[src/rtl/trig_seq_pkg.sv]
package trig_seq_pkg;
    localparam int unsigned L1_OFFSET = 1;
    localparam int unsigned L2_OFFSET = 2;

    typedef enum logic {
        PH_WAIT_L1 = 1'b0,
        PH_WAIT_L2 = 1'b1
    } seq_phase_e;
endpackage

[src/rtl/trig_wait_calc.sv]
module trig_wait_calc #(
    parameter int unsigned TO_W   = 16,
    parameter int unsigned OFFSET = 1
) (
    input  logic [TO_W-1:0] timeout_i,
    output logic [TO_W-1:0] wait_o
);
    localparam logic [TO_W-1:0] OFS = TO_W'(OFFSET);

    generate
        if (OFFSET == 0) begin : g_pass
            assign wait_o = timeout_i;
        end else begin : g_clamp
            assign wait_o = (timeout_i > OFS) ? (timeout_i - OFS) : '0;
        end
    endgenerate
endmodule

[src/rtl/trig_seq_core.sv]
module trig_seq_core
    import trig_seq_pkg::*;
#(
    parameter int unsigned TO_W = 16
) (
    input  logic            clk,
    input  logic            rst_n,
    input  logic            go_i,
    input  logic [TO_W-1:0] wait1_i,
    input  logic [TO_W-1:0] wait2_i,
    output logic            l0_o,
    output logic            l1_o,
    output logic            l2_o,
    output logic            busy_o
);
    localparam logic [TO_W-1:0] ONE = TO_W'(1);

    typedef struct packed {
        logic            busy;
        logic            l0;
        logic            l1;
        logic            l2;
        seq_phase_e      phase;
        logic [TO_W-1:0] cnt;
        logic [TO_W-1:0] wait2;
    } seq_st_t;

    seq_st_t st_d, st_q;

    always_comb begin
        st_d    = st_q;
        st_d.l0 = 1'b0;
        st_d.l1 = 1'b0;
        st_d.l2 = 1'b0;
        if (!st_q.busy) begin
            if (go_i) begin
                st_d.busy  = 1'b1;
                st_d.l0    = 1'b1;
                st_d.wait2 = wait2_i;
                if (wait1_i == '0) begin
                    st_d.l1    = 1'b1;
                    st_d.phase = PH_WAIT_L2;
                    st_d.cnt   = wait2_i;
                    st_d.l2    = (wait2_i == '0);
                end else begin
                    st_d.phase = PH_WAIT_L1;
                    st_d.cnt   = wait1_i;
                end
            end
        end else if (st_q.l2) begin
            st_d.busy = 1'b0;
            st_d.cnt  = '0;
        end else if (st_q.cnt == ONE) begin
            if (st_q.phase == PH_WAIT_L1) begin
                st_d.l1    = 1'b1;
                st_d.phase = PH_WAIT_L2;
                st_d.cnt   = st_q.wait2;
                st_d.l2    = (st_q.wait2 == '0);
            end else begin
                st_d.l2  = 1'b1;
                st_d.cnt = '0;
            end
        end else begin
            st_d.cnt = st_q.cnt - ONE;
        end
    end

    always_ff @(posedge clk) begin
        if (!rst_n) begin
            st_q <= '0;
        end else begin
            st_q <= st_d;
        end
    end

    assign l0_o   = st_q.l0;
    assign l1_o   = st_q.l1;
    assign l2_o   = st_q.l2;
    assign busy_o = st_q.busy;


    l0_single_chk: assert property (@(posedge clk) disable iff (!rst_n)
        l0_o |=> !l0_o);


    l0_idle_only_chk: assert property (@(posedge clk) disable iff (!rst_n)
        l0_o |-> !$past(busy_o));


    l2_ends_busy_chk: assert property (@(posedge clk) disable iff (!rst_n)
        l2_o |=> !busy_o);


    busy_starts_l0_chk: assert property (@(posedge clk) disable iff (!rst_n)
        $rose(busy_o) |-> l0_o);


    l1_single_chk: assert property (@(posedge clk) disable iff (!rst_n)
        l1_o |=> !l1_o);


    l2_inside_busy_chk: assert property (@(posedge clk) disable iff (!rst_n)
        l2_o |-> busy_o);
endmodule

[src/rtl/trig_test_seq.sv]
module trig_test_seq
    import trig_seq_pkg::*;
#(
    parameter int unsigned TO_W   = 16,
    parameter int unsigned ADDR_W = 5
) (
    input  logic              clk,
    input  logic              rst_n,
    input  logic              cmd_start_i,
    input  logic              cmd_bcast_i,
    input  logic [ADDR_W-1:0] cmd_addr_i,
    input  logic [ADDR_W-1:0] board_addr_i,
    input  logic [TO_W-1:0]   l1_timeout_i,
    input  logic [TO_W-1:0]   l2_timeout_i,
    input  logic              ext_l0_i,
    input  logic              ext_l1_i,
    output logic              hdl_l0_o,
    output logic              hdl_l1_o,
    output logic              dig_l1_o,
    output logic              dig_l2_o,
    output logic              busy_o
);
    logic            go;
    logic [TO_W-1:0] wait1, wait2;
    logic            gen_l0, gen_l1, gen_l2;

    assign go = cmd_start_i && (cmd_bcast_i || (cmd_addr_i == board_addr_i));

    trig_wait_calc #(.TO_W(TO_W), .OFFSET(L1_OFFSET)) u_wait1 (
        .timeout_i (l1_timeout_i),
        .wait_o    (wait1)
    );

    trig_wait_calc #(.TO_W(TO_W), .OFFSET(L2_OFFSET)) u_wait2 (
        .timeout_i (l2_timeout_i),
        .wait_o    (wait2)
    );

    trig_seq_core #(.TO_W(TO_W)) u_core (
        .clk     (clk),
        .rst_n   (rst_n),
        .go_i    (go),
        .wait1_i (wait1),
        .wait2_i (wait2),
        .l0_o    (gen_l0),
        .l1_o    (gen_l1),
        .l2_o    (gen_l2),
        .busy_o  (busy_o)
    );

    assign hdl_l0_o = ext_l0_i | gen_l0;
    assign hdl_l1_o = ext_l1_i | gen_l1;
    assign dig_l1_o = gen_l1;
    assign dig_l2_o = gen_l2;


    l2_no_handler_chk: assert property (@(posedge clk) disable iff (!rst_n)
        (dig_l2_o && !dig_l1_o && !ext_l1_i) |-> !hdl_l1_o);
endmodule

[config.mk]
export PLATFORM = sky130hd
export DESIGN_NAME = trig_test_seq
export DESIGN_NICKNAME = d
export VERILOG_FILES = /design/src/rtl/trig_seq_pkg.sv /design/src/rtl/trig_wait_calc.sv /design/src/rtl/trig_seq_core.sv /design/src/rtl/trig_test_seq.sv
export SDC_FILE = /design/constraint.sdc
export NUM_CORES = 1
export LEC_CHECK = 0
export ABC_AREA = 1
export BUFFER_PORTS_ARGS = -buffer_cell sky130_fd_sc_hd__buf_4
export CORE_MARGIN = 3
export CORE_UTILIZATION = 35
export CTS_CLUSTER_SIZE = 24
export DETAILED_ROUTE_END_ITERATION = 10
export PLACE_DENSITY_LB_ADDON = 0.12
export REMOVE_ABC_BUFFERS = 1
export SETUP_SLACK_MARGIN = 0.4
export SKIP_CTS_REPAIR_TIMING = 1
export SLEW_MARGIN = 20
export SYNTH_ARGS = -nofsm -noshare
export SYNTH_HDL_FRONTEND = slang
export SYNTH_SLANG_ARGS = --single-unit
[constraint.sdc]
create_clock -name clk -period 5.16 [get_ports clk]
set_input_delay 1.032 -clock clk [delete_from_list [all_inputs] [get_ports clk]]
set_output_delay 1.032 -clock clk [all_outputs]
set_load 0.02 [all_outputs]
# ---- Word level (Yosys, flattened, before mapping)
# Index checks and enable logic that the tools add are counted.
dict set report totals {
  ff_bits 37
  elab_cells 44
}
dict set report classes {
  add_sub_neg 3
  magnitude_cmp 2
  n_eq_ne 4
  mux 15
  bitwise 4
  reduce_logical 9
}
# cell n
set op_table {}
lappend op_table {{$mux W16} 5}
lappend op_table {{$logic_not A16 Y1} 3}
lappend op_table {{$mux W37} 1}
lappend op_table {{$sub A16 B1 Y16 const B} 2}
lappend op_table {{$mux W19} 1}
lappend op_table {{$mux W17} 1}
lappend op_table {{$eq A16 B1 Y1 const B} 1}
lappend op_table {{$gt A16 B1 Y1 const B} 1}
lappend op_table {{$gt A16 B2 Y1 const B} 1}
lappend op_table {{$sub A16 B2 Y16 const B} 1}
lappend op_table {{$mux W3} 2}
lappend op_table {{$eq A5 B5 Y1} 1}
lappend op_table {{$mux W1} 4}
lappend op_table {{$ne A2 B2 Y1 const B} 2}
lappend op_table {{$reduce_and A3 Y1} 1}
lappend op_table {{$mux W2} 1}
lappend op_table {{$not A1 Y1} 2}
lappend op_table {{$or A1 B1 Y1} 2}
lappend op_table {{$reduce_and A2 Y1} 1}
lappend op_table {{$reduce_bool A2 Y1} 1}
lappend op_table {{$reduce_or A2 Y1} 1}
lappend op_table {{$logic_and A1 B1 Y1} 1}
lappend op_table {{$logic_or A1 B1 Y1} 1}

# ---- Depth between registers and ports, before layout
dict set report depth {
  ltp_word 6
  depth_mapped 15
  mapped_depth_nobuf 14
}

# ---- Cells and area by module
# Synthesis repeated with hierarchy kept, for this count alone.
dict set report unflattened {
  hier_cells 678
  area_unflattened_um2 3865.0
}
# mod instances cells_each area_per_inst_um2
set modules_own_cells {}
lappend modules_own_cells {trig_seq_core 1 449 2640.0}
lappend modules_own_cells {{trig_wait_calc (u_wait1)} 1 109 605.6}
lappend modules_own_cells {{trig_wait_calc (u_wait2)} 1 92 498.0}
lappend modules_own_cells {trig_test_seq 1 28 121.4}

# ---- Worst setup path before layout
# OpenSTA, ideal clock, no wires.
dict set report synth_timing {
  path_type {input to register}
  startpoint {input l1_timeout_i[0]}
  endpoint {register u_core.st_q[24] (netlist name)}
  t_arrival_ns 2.523
  required_ns 5.041
  setup_slack_ns 2.517
  cell_stages 15
  path_buffers 2
  cell_sequence {inv_1 > ha_1 > o21ai_1 > nor2_4 > nand2_4 > buf_6 > nand2_4 > nand2_1 > nor2_1 > nand3_1 > nor2_2 > buf_4 > nand2_1 > nand3_1 > a21oi_1}
}
dict set report synth_between {
  elab_chain_cells 6
}
# item line
set synth_lines {}
lappend synth_lines {{start, declared} trig_test_seq.sv:13} ;# input logic [TO_W-1:0] l1_timeout_i,
lappend synth_lines {{$sub A16 B1 Y16 / $gt A16 B1 Y1 (equally long branches)} trig_wait_calc.sv:14} ;# assign wait_o = (timeout_i > OFS) ? (timeout_i - OFS) : '0;
lappend synth_lines {{$mux W16 *} trig_wait_calc.sv:14}
lappend synth_lines {{$logic_not A16 Y1} trig_seq_core.sv:40} ;# if (wait1_i == '0) begin
lappend synth_lines {{$mux W17 *} trig_seq_core.sv:40}
lappend synth_lines {{$mux W37 *} trig_seq_core.sv:36} ;# if (go_i) begin
lappend synth_lines {{$mux W19 *} trig_seq_core.sv:35} ;# if (!st_q.busy) begin
lappend synth_lines {{end signal, assigned} trig_seq_core.sv:72} ;# st_q <= st_d;
lappend synth_lines {{end, declared} trig_seq_core.sv:28} ;# seq_st_t st_d, st_q;
# Every way passes the cells marked *; elsewhere a longest branch is shown, timed or not. The select of a mux whose other input is x is not followed.
# A chain may end at the register's enable or synchronous reset.

# ---- Worst setup path after layout
dict set report layout_timing {
  startpoint {input l1_timeout_i[0]}
  endpoint {register u_core.st_q[20] (netlist name)}
}
# The elaborated chain is that of the path after synthesis.

==> flow_summary.yaml <==
timing:
  fin_crit_ns: 3.09
  worst_slew_pin_slew_ns: 0.691
  slew_headroom: 0.538
  final.setup.tns_ns: 0
  rsz0062_at_grt: "false"
  slew_viol_final: 0
  max_clock_freq_mhz: 323
  hold_viol: 0
  setup_viol: 0
  worst_clock_skew_ns: 0.00968
  fin_crit_sh: 0.599
yosys:
  ys_seq_area_frac: 0.208
  synth-seq-cells: 37
  async_flop_share: 0
  yosys_warnings: 0
  synth_ff_type: "dfxtp_1"
  synth_top_area_share: 0.208
  syn_area_um2: 3560
  synth_largest_area_cell: "dfxtp_1"
  avgSynthCellArea_um2: 5.82
  synth_edf_count: 0
  synthCells: 612
  synthTopCellsByArea: "dfxtp_1 (21%), nand2_1 (13%), inv_1 (10%), nor2_1 (9.8%), nand3_1 (8.4%)"
  ys_types: 32
grt:
  use_met3: 0.0199
  grt_busiest_layer: "met2"
  track_usage: 0.189
  grt_pass1_wl_um: 17500
  grtUsageMet2: 0.353
  grt_max_degree: 45
  gr-total-overflow: 0
  use_met1: 0.236
  grt_pass1_vias: 3594
  antenna_found_initial: 0
run:
  cap_violations: 0
clocking:
  clockBufferDepth: 2
  clk_pin_slew_ns: 0.09
  numCtsBuffers: 5
  cts_root_buf: "clkbuf_8"
  cts_max_level: 2
  clkLatencyLatePin_ns: 0.30
  cts_tree: "done"
  clock_sinks: 37
worst_setup_path:
  cp.arrival_ns: 3.27
  worst-path-max-fanout: 18
  crit_type: "in2reg"
  cp-end-kind: "flop"
  cp-start-kind: "input port"
  crit_required_ns: 5.34
floorplan:
  start_util: 0.363
  die-width_um: 107
  die_area_um2: 11400
  core_region_area_um2: 9820
  dieHeight_um: 107
  io_pins: 53
  row_count: 36
layout:
  mostFrequentLayoutCells: "nand2_1 (125), inv_1 (96), nor2_1 (92)"
  finalNetCount: 708
  drive_above_1_share: 0.162
  nFillCells: 1115
  antenna_cells: 0
  area_delta_synth_final_pct: 16.5
  fin_cells: 789
  layout_commonest_cell: "nand2_1"
route:
  routed_wl_um: 10600
  post-route-drc-count: 0
  via_count: 3848
  drt_iter0_markers: 156
  post_drt_wl_per_cell_um: 13.4
  antenna_left: 0
  vias_per_cell: 4.88
  firstDrtPassIters: 4
worst_hold_path:
  hp-class: "reg2reg"
power_and_ir_drop:
  p_per_area_nw_per_um2: 213
  p_total_mw: 0.882
  peakVddDrop_mv: 0.0969
  p_leak_nw: 1.95
place:
  placedCellCount: 781
  portBuffers: 52
  dp_hpwl_um: 8610
  gp_congestion: 0.862
run_status:
  status: "completed"
[cells in the mapped netlist, types with 2 or more instances]
library cell and n:
o21ai_0 38, xor2_1 12, nand2_2 8, nor4_1 4, or2_2 5, o221ai_1 5, o22ai_1 6, buf_6 3
nand2_1 125, nor2_1 93, nor3_1 3, nand3_2 4, nor2_4 3, a22oi_1 2, o21bai_2 10, nand3_1 60
nand2_4 3, o21bai_1 6, a21oi_1 42, nor2_2 10, buf_2 3, xnor2_1 8, nand4_1 6, clkbuf_1 10
dfxtp_1 37, ha_1 5, inv_1 96
[sequential cells by signal, summed over array words and instances, names as in the netlist]
name,count
u_core.l2_o,1
u_core.st_q,33
u_core.l1_o,1
u_core.busy_o,1
u_core.l0_o,1
[cell families (layout without fill, tap and decap cells)]
logic type | after synthesis | count (layout) | share of synthesized area
fa+ha+maj | 5 | 5 | 0.0176
buf+inv | 113 | 157 | 0.128
simple gates | 325 | 325 | 0.408
xor+xnor | 20 | 20 | 0.0492
flops | 37 | 37 | 0.208
compound gates | 112 | 112 | 0.189
[through the flow]
stage	worst slack (ns)	hold WS [ns]	instance area, um^2	util
floorplan	1.52	0.447	3470	-
global placement	1.74	0.478	4040	0.411
detailed placement	1.74	0.485	4040	0.411
CTS	2.06	0.513	4150	0.423
global route	1.84	0.531	4150	0.423
finish	2.07	0.509	4150	0.423
[layer usage]
metal,up-vias,wire length [um]
met5,-,0
met4,0,148
met3,13,360
met2,86,5310
met1,1705,4780
li1,2044,-
[worst paths after layout]
check | cells after the start | end | from | slack [ns]
min | 2 | u_core.st_q[1] | u_core.st_q[1] | 0.51
max | 14 | u_core.st_q[20] | l1_timeout_i[0] | 2.07
max reg2reg | 11 | u_core.st_q[20] | u_core.st_q[16] | 3.06
min reg2reg | 2 | u_core.st_q[1] | u_core.st_q[1] | 0.51
[critical path: stages]
cell	delay (ns)
buf_4	0.11
inv_1	0.10
ha_1	0.23
o21ai_1	0.13
nor2_4	0.11
nand2_4	0.17
nand3_1	0.32
nand2_1	0.09
nor2_1	0.09
nand2_1	0.06
nor2_2	0.44
nand2_1	0.18
nand3_1	0.12
a21oi_1	0.07
[power by group]
| part | internal, mW | total, mW | switching [mW] | leakage [nW] |
|---|---|---|---|---|
| Sequential | 0.309 | 0.331 | 0.0217 | 0.305 |
| Clock | 0.145 | 0.259 | 0.115 | 0.0543 |
| Combinational | 0.116 | 0.292 | 0.176 | 1.59 |
[area by class of cell]
type | instances | area, um^2 | area share
Clock buffer | 5 | 68.8 | 0.0166
Inverter | 96 | 360 | 0.0868
Sequential cell | 37 | 741 | 0.178
Timing Repair Buffer | 53 | 398 | 0.0959
Multi-Input combinational cell | 462 | 2370 | 0.571
Tap cell | 133 | 166 | 0.0401
Clock inverter | 3 | 46.3 | 0.0112
Note: power is estimated with default switching activity, not from simulation.
